<file path="config.mk">
export PLATFORM = sky130hd
export DESIGN_NAME = lvl_irq_debounce
export DESIGN_NICKNAME = d
export VERILOG_FILES = /design/src/rtl/lvl_irq_debounce.sv
export SDC_FILE = /design/constraint.sdc
export NUM_CORES = 1
export LEC_CHECK = 0
export BUFFER_PORTS_ARGS = -buffer_cell sky130_fd_sc_hd__buf_2
export CELL_PAD_IN_SITES_DETAIL_PLACEMENT = 1
export CELL_PAD_IN_SITES_GLOBAL_PLACEMENT = 2
export CORE_ASPECT_RATIO = 0.7
export CORE_MARGIN = 3
export CORE_UTILIZATION = 37
export CTS_CLUSTER_DIAMETER = 40
export CTS_CLUSTER_SIZE = 28
export DETAILED_ROUTE_END_ITERATION = 8
export GPL_TIMING_DRIVEN = 0
export PLACE_DENSITY_LB_ADDON = 0.1
export SLEW_MARGIN = 20
export SYNTH_ARGS = -nofsm -noshare
export SYNTH_HDL_FRONTEND = slang
export SYNTH_SLANG_ARGS = --single-unit
</file>
<file path="constraint.sdc">
create_clock -name clk -period 3 [get_ports clk]
set_input_delay 0.6 -clock clk [delete_from_list [all_inputs] [get_ports clk]]
set_output_delay 0.6 -clock clk [all_outputs]
set_load 0.02 [all_outputs]
</file>
<file path="src/rtl/lvl_irq_debounce.sv">
module lvl_irq_debounce #(
  parameter int NCH      = 16,
  parameter int TICK_DIV = 1000,
  parameter int LEN_W    = 12,
  parameter int AW       = 8,
  parameter int DW       = 32
) (
  input  logic          clk,
  input  logic          rst_n,
  input  logic [NCH-1:0] pin_in,
  input  logic          bus_wr,
  input  logic [AW-1:0] bus_addr,
  input  logic [DW-1:0] bus_wdata,
  output logic [DW-1:0] bus_rdata,
  output logic          irq_n
);
  localparam int PW = (TICK_DIV > 1) ? $clog2(TICK_DIV) : 1;
  localparam int IW = (NCH > 1) ? $clog2(NCH) : 1;
  localparam logic [AW-1:0] A_LEVEL = AW'(8'h00);
  localparam logic [AW-1:0] A_SAMP  = AW'(8'h04);
  localparam logic [AW-1:0] A_POL   = AW'(8'h08);
  localparam logic [AW-1:0] A_IEN   = AW'(8'h0C);
  localparam logic [AW-1:0] A_RAW   = AW'(8'h10);
  localparam logic [AW-1:0] A_PEND  = AW'(8'h14);
  localparam logic [AW-1:0] A_CLR   = AW'(8'h18);
  localparam logic [AW-1:0] A_ARM   = AW'(8'h1C);
  localparam logic [AW-1:0] A_LEN0  = AW'(8'h40);

  logic [PW-1:0]    pcnt;
  logic             tick;
  logic [NCH-1:0]   s1, s2, lvl, armed, ris, hit;
  logic [NCH-1:0]   samp, pol, ien;
  logic [LEN_W-1:0] len [NCH];
  logic [LEN_W-1:0] cnt [NCH];
  logic [NCH-1:0]   arm_p, clr_p;
  logic [AW-1:0]    chofs;
  logic             ch_hit;
  logic [IW-1:0]    ch_idx;

  assign tick = (pcnt == PW'(TICK_DIV - 1));

  always_ff @(posedge clk or negedge rst_n)
    if (!rst_n) pcnt <= '0;
    else        pcnt <= tick ? '0 : pcnt + 1'b1;

  always_ff @(posedge clk or negedge rst_n)
    if (!rst_n) begin s1 <= '0; s2 <= '0; end
    else        begin s1 <= pin_in; s2 <= s1; end

  assign chofs  = bus_addr - A_LEN0;
  assign ch_hit = (bus_addr >= A_LEN0) && (32'(chofs >> 2) < NCH) && (chofs[1:0] == 2'b00);
  assign ch_idx = chofs[IW+1:2];
  assign arm_p  = (bus_wr && bus_addr == A_ARM) ? bus_wdata[NCH-1:0] : '0;
  assign clr_p  = (bus_wr && bus_addr == A_CLR) ? bus_wdata[NCH-1:0] : '0;
  assign hit    = armed & samp & ~(lvl ^ pol);

  always_ff @(posedge clk or negedge rst_n)
    if (!rst_n) begin
      samp <= '0; pol <= '0; ien <= '0;
      for (int i = 0; i < NCH; i++) len[i] <= '0;
    end else if (bus_wr) begin
      if (bus_addr == A_SAMP) samp <= bus_wdata[NCH-1:0];
      if (bus_addr == A_POL)  pol  <= bus_wdata[NCH-1:0];
      if (bus_addr == A_IEN)  ien  <= bus_wdata[NCH-1:0];
      if (ch_hit)             len[ch_idx] <= bus_wdata[LEN_W-1:0];
    end

  for (genvar g = 0; g < NCH; g++) begin : g_ch
    always_ff @(posedge clk or negedge rst_n)
      if (!rst_n) begin
        cnt[g] <= '0; lvl[g] <= 1'b0; armed[g] <= 1'b0; ris[g] <= 1'b0;
      end else begin
        if (!samp[g]) begin
          lvl[g] <= 1'b0; cnt[g] <= '0;
        end else if (s2[g] == lvl[g]) begin
          cnt[g] <= '0;
        end else if (len[g] == '0) begin
          lvl[g] <= s2[g]; cnt[g] <= '0;
        end else if (tick) begin
          if (({1'b0, cnt[g]} + 1'b1) >= {1'b0, len[g]}) begin
            lvl[g] <= s2[g]; cnt[g] <= '0;
          end else cnt[g] <= cnt[g] + 1'b1;
        end
        if (arm_p[g])    armed[g] <= 1'b1;
        else if (hit[g]) armed[g] <= 1'b0;
        if (hit[g])      ris[g] <= 1'b1;
        else if (clr_p[g]) ris[g] <= 1'b0;
      end

    AST_LVL_OFF: assert property (@(posedge clk) disable iff (!rst_n)
      !samp[g] |=> !lvl[g]);
    AST_LVL_FROM_SYNC: assert property (@(posedge clk) disable iff (!rst_n)
      (samp[g] && $past(samp[g]) && lvl[g] != $past(lvl[g])) |-> lvl[g] == $past(s2[g]));
    AST_RAW_NEEDS_ARM: assert property (@(posedge clk) disable iff (!rst_n)
      $rose(ris[g]) |-> $past(armed[g]) && $past(lvl[g]) == $past(pol[g]));
    AST_ONE_SHOT: assert property (@(posedge clk) disable iff (!rst_n)
      ($rose(ris[g]) && !$past(arm_p[g])) |-> !armed[g]);
    AST_CLEAR_TAKES: assert property (@(posedge clk) disable iff (!rst_n)
      (clr_p[g] && !hit[g]) |=> !ris[g]);
  end

  always_comb begin
    bus_rdata = '0;
    case (bus_addr)
      A_LEVEL: bus_rdata[NCH-1:0] = lvl;
      A_SAMP:  bus_rdata[NCH-1:0] = samp;
      A_POL:   bus_rdata[NCH-1:0] = pol;
      A_IEN:   bus_rdata[NCH-1:0] = ien;
      A_RAW:   bus_rdata[NCH-1:0] = ris;
      A_PEND:  bus_rdata[NCH-1:0] = ris & ien;
      default: if (ch_hit) bus_rdata[LEN_W-1:0] = len[ch_idx];
    endcase
  end

  assign irq_n = ~|(ris & ien);

  AST_IRQ_IDLE: assert property (@(posedge clk) disable iff (!rst_n)
    (ien == '0 || ris == '0) |-> irq_n);
  AST_TICK_SPACING: assert property (@(posedge clk) disable iff (!rst_n)
    (TICK_DIV > 1 && tick) |=> !tick);
endmodule

</file>
### After elaboration in Yosys (flattened, before gate mapping)

Index checks and enable logic that the tools add are counted.
Widths: inputs -> output; s select.

| cells by class | value |
|---|---|
| equality and inequality tests | 88 |
| order comparisons | 20 |
| reductions and logical operators | 77 |
| muxes and demuxes | 236 |
| bitwise gates (word level) | 6 |
| add/subtract/negate cells | 34 |

Operators with widths:

| kind | count |
|---|---|
| $mux 12 | 84 |
| $add 12x1->13 const B | 16 |
| $ge 13x12->1 | 16 |
| $add 12x1->12 const B | 16 |
| $bwmux 192 | 1 |
| $logic_not 12->1 | 16 |
| $mux 1 | 144 |
| $pmux 12 s6 | 1 |
| $ne 4x2->1 const B | 16 |
| $reduce_bool 2->1 | 32 |
| $and 16x16->16 | 3 |
| $bmux 12 s4 | 1 |
| $demux 12 s4 | 1 |
| $ne 3x1->1 const B | 16 |
| $ne 3x2->1 const B | 16 |
| $reduce_and 3->1 | 16 |
| $eq 8x5->1 const B | 4 |
| $mux 16 | 2 |
| $ne 2x2->1 const B | 16 |
| $pmux 4 s6 | 1 |
| $eq 1x1->1 | 16 |
| $eq 8x4->1 const B | 2 |
| $not 16->16 | 1 |
| $reduce_or 16->1 | 1 |
| 16 further kinds | 23 |

| storage, ports and cells | value |
|---|---|
| word-level logic and storage cells | 547 |
| register bits after elaboration | 522 |
| bits of input ports | 59 |

### Depth between registers and ports, before layout

| logic depth | value |
|---|---|
| depth after elaboration | 7 |
| depth in mapped cells | 14 |
| gate-level depth less buffers | 12 |

### Worst setup path after synthesis

OpenSTA, ideal clock, no wires.

| path | value |
|---|---|
| path type | input port to output port |
| from | in bus_addr[3] |
| to | out bus_rdata[0] |
| path slack | -35 ps |
| arrival time | 2435 ps |
| stages | 6 |
| path through | buf_4 > buf_2 > mux4_2 > mux4_2 > a21oi_1 > o21ai_0 |

| on the way | value |
|---|---|
| longest elaborated chain between the ends | 7 |
| elaborated cells between the ends (all ways) | 17 |

RTL lines:

| item | RTL line | RTL |
|---|---|---|
| from (decl) | 12 | `input logic [AW-1:0] bus_addr,` |
| $sub 8x7->8 | 50 | `assign chofs = bus_addr - A_LEN0;` |
| $not 4->5 (not written as such) | 111 | `default: if (ch_hit) bus_rdata[LEN_W-1:0] = len[ch_idx];` |
| $bmux 12 s4 | 111 |  |
| $mux 12 (not written as such) (2 in a row) | 111 |  |
| $mux 12 | 111 |  |
| $pmux 12 s6 * | 104 | `case (bus_addr)` |
| to (decl) | 14 | `output logic [DW-1:0] bus_rdata,` |

Every way passes the cells marked *; elsewhere a longest branch is shown, timed or not. The select of a mux whose other input is x is not followed.

### Final worst setup path

| path | value |
|---|---|
| from | reg len[86] (netlist name) |
| to | out bus_rdata[2] |

| on the way | value |
|---|---|
| longest elaborated chain between the ends | 5 |

RTL lines:

| item | RTL line | RTL |
|---|---|---|
| from (decl) | 33 | `logic [LEN_W-1:0] len [NCH];` |
| from (signal, indexed assignment) | 65 | `if (ch_hit) len[ch_idx] <= bus_wdata[LEN_W-1:0];` |
| $bmux 12 s4 | 111 |  |
| $mux 12 (not written as such) (2 in a row) | 111 |  |
| $mux 12 | 111 |  |
| $pmux 12 s6 | 104 |  |

No other way between the ends. The select of a mux whose other input is x is not followed.

==> results.toml <==
[finish]
drive_gt1_share_pct = 27.5
layout.nets = 3878
instances_no_fill = 4815
area_growth_pct = 27.5

[place]
dpl.cell_count = 4461
dp_hpwl_um = 89800
gp_congestion = 0.924
dp_slack_ps = -1410
port_buffers = 58

[floorplanning]
die_area_mm2 = 0.0891
start_util_pct = 37.4
core-area_mm2 = 0.0845
rows = 89
die_x_um = 355
die_h_um = 251
io_pins = 92

[route]
drt_iter0_markers = 2234
first_pass_iters = 5
via_per_inst = 5.76
ant_nets = 0
vias = 27758
wl_per_cell_um = 25.7
wirelength_um = 124000
drc = 0

[clocking]
cts-root-buf = "clkbuf_16"
clk_pin_slew_ps = 60
cts_tree = "done"
insertion_delay_ps = 690
cts_buffers = 98
clock_path_buffers = 3
htree_num_levels = 3
cts.sinks = 522

[setup_path]
worstSetupEndpointType = "output pin"
cp.required_ps = 2400
cp-startpoint = "len[86]$_DFFE_PN0P_"
r2r-start = "cnt[38]$_DFFE_PN0P_"
ff2ff_setup_slack_ps = 60
worst_setup_path_start_kind = "flop"
worstSetupPathType = "reg2out"
cp_max_fo = 2
worstPathArrival_ps = 2830

[logic_synthesis]
synth_seq_area_share_pct = 41.3
synth-seq-cells = 522
yosys.area.top_type = "dfrtp_1"
synth_common_cells = "dfrtp_1 (522), nand2_1 (397), o21ai_0 (245), inv_1 (243), ha_1 (225)"
synth.distinct_cells = 82
synth_top_area_share_pct = 41.3
synth_area_mm2 = 0.0316
synthCells = 3245
yosysWarnings = 0
synth-main-ff-cell = "dfrtp_1"
synth.avg_cell_area_um2 = 9.74
synth.most_common_cell = "dfrtp_1"
ys_async_sr_fraction_pct = 100
ys_top_cells_by_area = "dfrtp_1 (41%), ha_1 (8.9%), nand2_1 (4.7%), mux4_2 (4.4%), mux2_2 (4.3%)"
synth_edf_count = 0

[power_and_ir_drop]
p_leak_nw = 18.8
fin_total_pwr_mw = 21.6
ir_drop_v = 0.000401
power.density_mw_per_mm2 = 535

[timing]
slew-limit-headroom_pct = 20.1
layout_min_cycle_time_ps = 3430
timing.final.crit_share_pct = 114
rsz0062_at_grt = "yes"
setup_viol = 12
clock_skew_ps = 38.5
fmax_mhz = 291
hold_viol_final = 0
worstMarginPinSlew_ps = 1200
setup_ws_ps = -432
maxSlewViolCount = 0

[grt]
grt_pass1_vias = 28421
grt_pass1_wl_um = 184000
grt_usage_pct = 27.2
grt_max_degree = 96
antenna_found_initial = 9
overflow = 0

[outcome]
violations = "negative setup slack"
status = "complete, but fails checks"

[run]
max_cap_viol_count = 0

[worst_hold_path]
min_from = "pin_in[12]"
min_path_type = "in2reg"
[final timing paths]
kind,to,cells after the start
worst max-delay path,bus_rdata[2],5
worst min-delay path,s1[12]$_DFF_PN0_,1
worst max register to register,cnt[45]$_DFFE_PN0P_,12
worst min register to register,s2[9]$_DFF_PN0_,0
max in group asynchronous,cnt[75]$_DFFE_PN0P_,5
min in group asynchronous,cnt[139]$_DFFE_PN0P_,2
[stage by stage]
step                 TNS, ps  utilization [%]  hold WS, ps  instance area [um2]
global placement    -5343950             39.5          332                33400
floorplan                  0                -          304                31700
global route           -4890             47.7         15.4                40300
CTS                    -3680             45.7         3.35                38600
detailed placement   -116740             39.7          336                33600
finish                 -3420             47.7         47.4                40300
[placed cells by master, fill, tap and decap left out, types with 54 or more instances in the layout]
cell	n
a21oi_1	76
a22o_1	107
buf_2	54
buf_4	187
clkbuf_1	68
clkbuf_16	102
dfrtp_1	410
dfrtp_2	112
ha_1	204
inv_1	243
mux2_2	120
mux4_2	62
nand2_1	395
nand3_1	131
nand4_1	58
nor2_1	104
o21ai_0	208
xnor2_1	91
xor2_1	64
[state kept, by name, indices dropped and copies added, names as in the netlist]
signal	flops
ien	16
len	192
armed	16
samp	16
s2	16
pol	16
ris	16
pcnt	10
cnt	192
s1	16
lvl	16
[layer usage]
metal / part of all wire [%] / routed length [um] / track usage, % / vias up
met3: 6.7 / 8240 / 5.47 / 185
met2: 43 / 53300 / 40.2 / 759
met1: 48 / 59000 / 40.6 / 14424
met4: 2.6 / 3180 / 7.03 / 0
li1: - / - / - / 12390
met5: 0 / 0 / 0 / -
[layout make-up]
cell class	instances	area, um2
fillers	9282	44200
multi-input cells	2347	18400
flip-flops and latches	522	13200
clock buffers	113	2640
repair buffers	250	2060
well taps	1137	1420
inverters	243	912
clock inverters	70	897
plain buffers	132	838
diodes	1	2.50
[critical path, cell delays in order (launching register included)]
cell	delay [ps]
dfrtp_2	460
mux4_2	530
mux4_2	590
a221oi_4	290
o21ai_2	130
buf_6	150
[where the power goes]
part / internal [mW] / total [mW] / switching (mW)
combinational: 0.718 / 1.85 / 1.13
sequential: 7.31 / 7.69 / 0.375
clock: 7.70 / 12.0 / 4.35
total: 15.7 / 21.6 / 5.85
[logic make-up (layout without fill, tap and decap cells)]
logic type | count (synthesis) | after routing | share of synthesized area (%)
flops | 522 | 522 | 41.3
other cells | 1 | 17 | 0.0119
buf+inv | 392 | 808 | 4.98
simple gates | 1054 | 1055 | 16.5
xor+xnor | 177 | 177 | 4.90
mux | 207 | 207 | 9.48
compound gates | 667 | 667 | 13.9
fa+ha+maj | 225 | 225 | 8.90
[repair_timing]
action                                  4_1_cts  5_1_grt
hold buffers                                 13        0
gates cloned                                  0        3
hold endpoints to repair                     29        0
gates resized for setup                     281      245
pin swaps                                    39       77
setup buffers                                70      102
endpoints found under the setup margin      217      216
Power figures use the tool's default switching activity.
